==> src/rtl/cbm_pkg.sv <==
package cbm_pkg;
   localparam int REGION_COUNT = 4;
   localparam logic [7:0] RAM_ON_CODE  = 8'h0A;
   localparam logic [7:0] RAM_OFF_CODE = 8'h00;

   typedef enum logic [1:0] {
      RGN_RAM_GATE = 2'd0,
      RGN_ROM_LOW  = 2'd1,
      RGN_SHARED   = 2'd2,
      RGN_MODE     = 2'd3
   } cbm_region_e;
endpackage

==> src/rtl/cbm_wr_decode.sv <==
module cbm_wr_decode
   import cbm_pkg::*;
#(
   parameter int ADDR_W = 16,
   parameter int SEL_W  = 3
) (
   input  logic                    wr_en,
   input  logic [ADDR_W-1:0]       wr_addr,
   output logic [REGION_COUNT-1:0] sel_o
);
   localparam int LOW_END = ADDR_W - SEL_W;

   logic [SEL_W-1:0] region;

   if (SEL_W < 3 || SEL_W >= ADDR_W) begin : g_bad_sel
      $error("cbm_wr_decode: SEL_W out of range");
   end

   assign region = wr_addr[ADDR_W-1:LOW_END];

   for (genvar i = 0; i < REGION_COUNT; i++) begin : g_strobe
      assign sel_o[i] = wr_en && (region == SEL_W'(i));
   end
endmodule

==> src/rtl/cbm_bank_regs.sv <==
module cbm_bank_regs
   import cbm_pkg::*;
#(
   parameter int DATA_W = 8,
   parameter int LOW_W  = 5,
   parameter int HIGH_W = 2,
   parameter int RAM_W  = 2,
   localparam int ROM_W = LOW_W + HIGH_W
) (
   input  logic                    clk,
   input  logic                    rst_n,
   input  logic [REGION_COUNT-1:0] sel_i,
   input  logic [DATA_W-1:0]       wr_data,
   output logic                    ram_en_q,
   output logic [RAM_W-1:0]        ram_bank_q,
   output logic [ROM_W-1:0]        rom_raw_next
);
   logic [LOW_W-1:0]  low_q,  low_n;
   logic [HIGH_W-1:0] high_q, high_n;
   logic [RAM_W-1:0]  ram_n;
   logic              mode_q, mode_n, en_n;

   if (RAM_W != HIGH_W) begin : g_bad_share
      $error("cbm_bank_regs: shared register needs RAM_W == HIGH_W");
   end
   if (LOW_W > DATA_W || HIGH_W > DATA_W) begin : g_bad_data
      $error("cbm_bank_regs: bank fields wider than data");
   end

   always_comb begin
      low_n  = low_q;
      high_n = high_q;
      ram_n  = ram_bank_q;
      mode_n = mode_q;
      en_n   = ram_en_q;
      if (sel_i[RGN_RAM_GATE]) begin
         if (wr_data == RAM_ON_CODE)       en_n = 1'b1;
         else if (wr_data == RAM_OFF_CODE) en_n = 1'b0;
      end
      if (sel_i[RGN_ROM_LOW]) begin
         if (wr_data[LOW_W-1:0] == '0) low_n = LOW_W'(1);
         else                          low_n = wr_data[LOW_W-1:0];
      end
      if (sel_i[RGN_SHARED]) begin
         if (mode_q) ram_n  = wr_data[RAM_W-1:0];
         else        high_n = wr_data[HIGH_W-1:0];
      end
      if (sel_i[RGN_MODE]) begin
         mode_n = wr_data[0];
         if (wr_data[0]) high_n = '0;
         else            ram_n  = '0;
      end
   end

   assign rom_raw_next = {high_n, low_n};

   always_ff @(posedge clk or negedge rst_n) begin
      if (!rst_n) begin
         low_q      <= LOW_W'(1);
         high_q     <= '0;
         ram_bank_q <= '0;
         mode_q     <= 1'b0;
         ram_en_q   <= 1'b0;
      end else begin
         low_q      <= low_n;
         high_q     <= high_n;
         ram_bank_q <= ram_n;
         mode_q     <= mode_n;
         ram_en_q   <= en_n;
      end
   end

   // in mode 0 the shared register belongs to the ROM bank
   p_mode0_ram_zero_r7: assert property (@(posedge clk) disable iff (!rst_n)
      !mode_q |-> (ram_bank_q == '0));
   // in mode 1 the upper ROM bits stay cleared
   p_mode1_high_clear_r7: assert property (@(posedge clk) disable iff (!rst_n)
      mode_q |-> (high_q == '0));
   // a low-field write never leaves zero behind
   p_low_nonzero_r4: assert property (@(posedge clk) disable iff (!rst_n)
      sel_i[RGN_ROM_LOW] |=> (low_q != '0));
endmodule

==> src/rtl/cbm_rom_wrap.sv <==
module cbm_rom_wrap #(
   parameter int ROM_W     = 7,
   parameter int ROM_BANKS = 128
) (
   input  logic             clk,
   input  logic             rst_n,
   input  logic [ROM_W-1:0] raw_next,
   output logic [ROM_W-1:0] bank_q
);
   localparam int FULL_SPAN = 1 << ROM_W;
   localparam logic [ROM_W-1:0] BANK_MASK = ROM_W'(ROM_BANKS - 1);

   logic [ROM_W-1:0] wrapped;

   if (ROM_BANKS < 2 || ROM_BANKS > FULL_SPAN ||
       (ROM_BANKS & (ROM_BANKS - 1)) != 0) begin : g_bad_banks
      $error("cbm_rom_wrap: ROM_BANKS must be a power of two in range");
   end

   if (ROM_BANKS == FULL_SPAN) begin : g_no_wrap
      assign wrapped = raw_next;
   end else begin : g_mask_wrap
      assign wrapped = raw_next & BANK_MASK;
   end

   always_ff @(posedge clk or negedge rst_n) begin
      if (!rst_n) bank_q <= ROM_W'(1);
      else        bank_q <= wrapped;
   end

   // the reported bank never leaves the populated range
   p_bank_in_range_r8: assert property (@(posedge clk) disable iff (!rst_n)
      ({1'b0, bank_q} < (ROM_W+1)'(ROM_BANKS)));
endmodule

==> src/rtl/cart_bank_mapper.sv <==
module cart_bank_mapper
   import cbm_pkg::*;
#(
   parameter int ADDR_W    = 16,
   parameter int DATA_W    = 8,
   parameter int SEL_W     = 3,
   parameter int LOW_W     = 5,
   parameter int HIGH_W    = 2,
   parameter int RAM_W     = 2,
   parameter int ROM_BANKS = 128,
   localparam int ROM_W    = LOW_W + HIGH_W
) (
   input  logic              clk,
   input  logic              rst_n,
   input  logic              wr_en,
   input  logic [ADDR_W-1:0] wr_addr,
   input  logic [DATA_W-1:0] wr_data,
   output logic              ram_en,
   output logic [ROM_W-1:0]  rom_bank,
   output logic [RAM_W-1:0]  ram_bank
);
   logic [REGION_COUNT-1:0] sel;
   logic [ROM_W-1:0]        raw_next;

   cbm_wr_decode #(.ADDR_W(ADDR_W), .SEL_W(SEL_W)) u_decode (
      .wr_en   (wr_en),
      .wr_addr (wr_addr),
      .sel_o   (sel)
   );

   cbm_bank_regs #(.DATA_W(DATA_W), .LOW_W(LOW_W), .HIGH_W(HIGH_W),
                   .RAM_W(RAM_W)) u_regs (
      .clk          (clk),
      .rst_n        (rst_n),
      .sel_i        (sel),
      .wr_data      (wr_data),
      .ram_en_q     (ram_en),
      .ram_bank_q   (ram_bank),
      .rom_raw_next (raw_next)
   );

   cbm_rom_wrap #(.ROM_W(ROM_W), .ROM_BANKS(ROM_BANKS)) u_wrap (
      .clk      (clk),
      .rst_n    (rst_n),
      .raw_next (raw_next),
      .bank_q   (rom_bank)
   );

   // no strobe, no change
   p_idle_hold_r9: assert property (@(posedge clk) disable iff (!rst_n)
      !wr_en |=> ($stable(ram_en) && $stable(rom_bank) && $stable(ram_bank)));
   // upper regions are not decoded
   p_region_ignore_r2: assert property (@(posedge clk) disable iff (!rst_n)
      (wr_en && wr_addr[ADDR_W-1]) |=>
      ($stable(ram_en) && $stable(rom_bank) && $stable(ram_bank)));
   // only the two gate codes move the enable
   p_gate_other_r3: assert property (@(posedge clk) disable iff (!rst_n)
      (wr_en && wr_addr[ADDR_W-1:ADDR_W-SEL_W] == '0 &&
       wr_data != RAM_ON_CODE && wr_data != RAM_OFF_CODE) |=> $stable(ram_en));
endmodule

==> config.mk <==
export PLATFORM = sky130hd
export DESIGN_NAME = cart_bank_mapper
export DESIGN_NICKNAME = d
export VERILOG_FILES = /design/src/rtl/cbm_pkg.sv /design/src/rtl/cbm_wr_decode.sv /design/src/rtl/cbm_bank_regs.sv /design/src/rtl/cbm_rom_wrap.sv /design/src/rtl/cart_bank_mapper.sv
export SDC_FILE = /design/constraint.sdc
export NUM_CORES = 1
export LEC_CHECK = 0
export BUFFER_PORTS_ARGS = -buffer_cell sky130_fd_sc_hd__buf_2
export CAP_MARGIN = 10
export CORE_UTILIZATION = 39
export DETAILED_ROUTE_END_ITERATION = 10
export PLACE_DENSITY = 0.74
export RECOVER_POWER = 25
export SLEW_MARGIN = 10
export SYNTH_ARGS = -nofsm -noshare
export SYNTH_HDL_FRONTEND = slang
export SYNTH_HIERARCHICAL = 1
export SYNTH_SLANG_ARGS = --single-unit
==> constraint.sdc <==
create_clock -name clk -period 0.9 [get_ports clk]
set_input_delay 0.09 -clock clk [delete_from_list [all_inputs] [get_ports clk]]
set_output_delay 0.09 -clock clk [all_outputs]
set_load 0.05 [all_outputs]
==> qor.yml <==
setup_path:
  cpLargestDelayFamily: "flip-flops"
  reg2reg_slack_ps: -50
  crit_buf_inv: 1
  critPathKind: "register to primary output"
  reg2reg_to: "u_regs/ram_bank_q[1]$_DFF_PN0_"
  slowest_delay_ps: 540
  cp-end-kind: "primary output"
  reg2reg_depth: 4
  critPathRequiredTime_ps: 810
  cp_slowest_cell: "dfstp_2"
  worst_ep_arrival_time_ps: 960
  worstPathCellList: "buf_8"
  worstSetupStartpointType: "register"
  cp_max_fo: 1
  r2r_start: "u_regs/mode_q$_DFFE_PN0P_"
routing:
  drc_errors: 0
  via_count: 529
  first_pass_iters: 6
  wl_per_cell_um: 14.05
  wl_mm: 1.433
  vias_per_cell: 5.186
  drt_iter0_drc: 3
  ant_nets: 0
final_layout:
  fill_cells: 117
  seq_area_um2: 455.4
  multiInputGateArea_um2: 289.0
  stdcell_area_um2: 1060
  area_growth_pct: 52.89
  drive_gt1_share_pct: 62.79
  nets: 114
  antennaDiodeCount: 0
synth:
  async_flop_share_pct: 100.0
  synth.distinct_cells: 20
  yosysWarnings: 6
  ys.flop_type: "dfrtp_1"
  netlist_area_um2: 693.2
  syn_nets: 76
  synthCells: 49
  synth_seq_cells: 18
  syn_avg_cell_area_um2: 14.15
  synth_edf_count: 0
  ys_seq_area_share_pct: 65.34
timing:
  finalClockSkew_ps: 0.5536
  post-route-period-util_pct: 116.4
  rsz0062_at_grt: "true"
  setup-violations-final: 13
  drv_slew: 0
  slew_headroom_pct: 71.11
  setup_ws_ps: -147.7
  hold_violations: 0
  fmax_ghz: 0.9545
  fin_crit_ps: 1048
  worstMarginPinSlew_ps: 433.4
power_and_ir_drop:
  power_mw: 2.332
  power-per-cell-area_nw_per_um2: 2200
  leakagePower_nw: 0.5002
  peakVddDrop_mv: 1.183
place:
  gp_congestion: 0.7796
  port_buffers: 23
  dpl.hpwl_um: 897.9
  dpl_cell_area_um2: 893.4
global_routing:
  first_global_vias: 555
  antenna_found_initial: 0
  grt_usage_pct: 17.30
  grt_max_degree: 19
  overflow: 0
  grt_pass1_wl_mm: 2.387
hold_path:
  holdPathEnd: "u_regs/ram_en_q$_DFFE_PN0P_"
  hold_start: "wr_data[6]"
  hp-class: "input port to register"
  hold_path_depth: 4
floorplanning:
  placementRows: 14
  core_um2: 1577
  ios: 37
  die_h_um: 44.16
  die_x_um: 44.16
  die_area_um2: 1950
  start_util_pct: 43.97
clocking:
  root_buffer: "clkbuf_4"
  clock_latency_ps: 280
  cts_buffer_depth: 2
  clkTransAtPathRegs_ps: 90
  clkSinkCount: 18
  htreeDepth: 1
  cts_tree: "done"
  numCtsBuffers: 3
outcome:
  violations: "setup timing"
  status: "finished with violations"
run:
  cap_violations: 0
cell families after synthesis:
logic type | count (synthesis) | synth area share, %
buffers and inverters | 1 | 0.5410
and+or+nand+nor | 14 | 15.34
AOI/OAI and AO/OA | 8 | 6.317
DFF | 18 | 65.34
muxes | 8 | 12.45
where the power goes:
part	internal, mW	switching (mW)	total (mW)	leakage [nW]
logic	0.362	0.513	0.875	0.273
registers	0.992	0.0761	1.07	0.212
clock network	0.172	0.217	0.389	0.0150
metrics by stage:
step           TNS [ps]  std cells  utilization, %  hold WS (ps)  setup WS (ps)
4_1_cts          -599.1        100           64.29         104.4         -155.0
2_1_floorplan    -140.6         49               -        -205.6         -21.72
3_5_place_dp      -2767         95           56.67         32.96         -227.9
3_3_place_gp      -2546         95           56.67         28.19         -196.3
6_report         -433.2        102           67.22         117.7         -147.7
5_1_grt           -1197        102           67.22         111.7         -181.7
cells in the mapped netlist, types with 2 or more instances:
cell      number  share of area (%)
a21oi_1        5                3.6
dfrtp_1       16                 58
and4bb_2       2                3.6
mux2_2         5                8.1
dfstp_2        2                7.6
nor2_1         3                1.6
mux2i_1        3                4.3
per-layer routing:
layer | up-vias | GRT usage (%) | part of all wire [%]
met3 | 2 | 1.224 | 2.3
li1 | 259 | - | -
met5 | - | 0 | 0
met1 | 258 | 21.83 | 41
met4 | 0 | 10.91 | 1.3
met2 | 10 | 28.82 | 55
placed cells by master (no fill, tap or decap):
cell           instances
inv_1                  1
nand2_2                1
nor4b_4                2
or4_1                  1
buf_2                 11
dfrtp_2                2
dfstp_2                2
nand4_1                1
a21boi_1               1
clkbuf_2               1
nor3_1                 1
a21oi_2                3
mux2i_1                2
a21oi_1                2
dlygate4sd3_1          1
mux2i_2                1
nand3b_1               1
buf_8                  1
clkbuf_1               1
nor2_1                 3
buf_4                  9
and4bb_2               2
mux2_2                 4
dfrtp_1               14
mux2_4                 1
a31oi_1                1
o21ai_0                1
clkbuf_4               3
buf_6                 10
and4b_1                1
nand2b_4               1
sequential cells by signal, summed over array words and instances (netlist names):
| name | flops |
|---|---|
| u_regs/mode_q | 1 |
| u_regs/ram_en_q | 1 |
| u_regs/low_q | 5 |
| u_regs/ram_bank_q | 2 |
| u_wrap/bank_q | 7 |
| u_regs/high_q | 2 |
worst max-delay path by stage:
stage / startpoint / to / slack [ps] / cells past startpoint
CTS: u_wrap/bank_q[0]$_DFF_PN1_ / rom_bank[0] / -160 / 1
floorplan: u_regs/ram_en_q$_DFFE_PN0P_ / u_regs/ram_en_q$_DFFE_PN0P_ / -20 / 2
global placement: wr_addr[14] / u_wrap/bank_q[2]$_DFF_PN0_ / -200 / 3
detailed placement: wr_addr[13] / u_regs/ram_en_q$_DFFE_PN0P_ / -230 / 5
finish: u_wrap/bank_q[0]$_DFF_PN1_ / rom_bank[0] / -150 / 1
global route: u_wrap/bank_q[0]$_DFF_PN1_ / rom_bank[0] / -180 / 1
timing repair:
| action | in CTS | in global routing |
|---|---|---|
| endpoints found under the setup margin | 15 | 17 |
| gates resized for setup | 25 | 7 |
| setup buffers | 0 | 2 |
| pin swaps | 0 | 2 |
| hold endpoints to repair | 16 | 0 |
| hold buffers | 1 | 0 |
worst min-delay path: cells and delay by family:
family                 cells  cell delay [ps]
buffers and inverters      1               70
AND/OR/NAND/NOR            3              190
area by class of cell:
cell class | instances | area share, %
clock buffer | 4 | 2.479
sequential | 18 | 42.98
multi-input combinational | 30 | 27.27
timing repair buffer | 33 | 25.03
tap | 16 | 1.889
inverter | 1 | 0.3542
No activity file was read; power rests on OpenSTA's default activity.
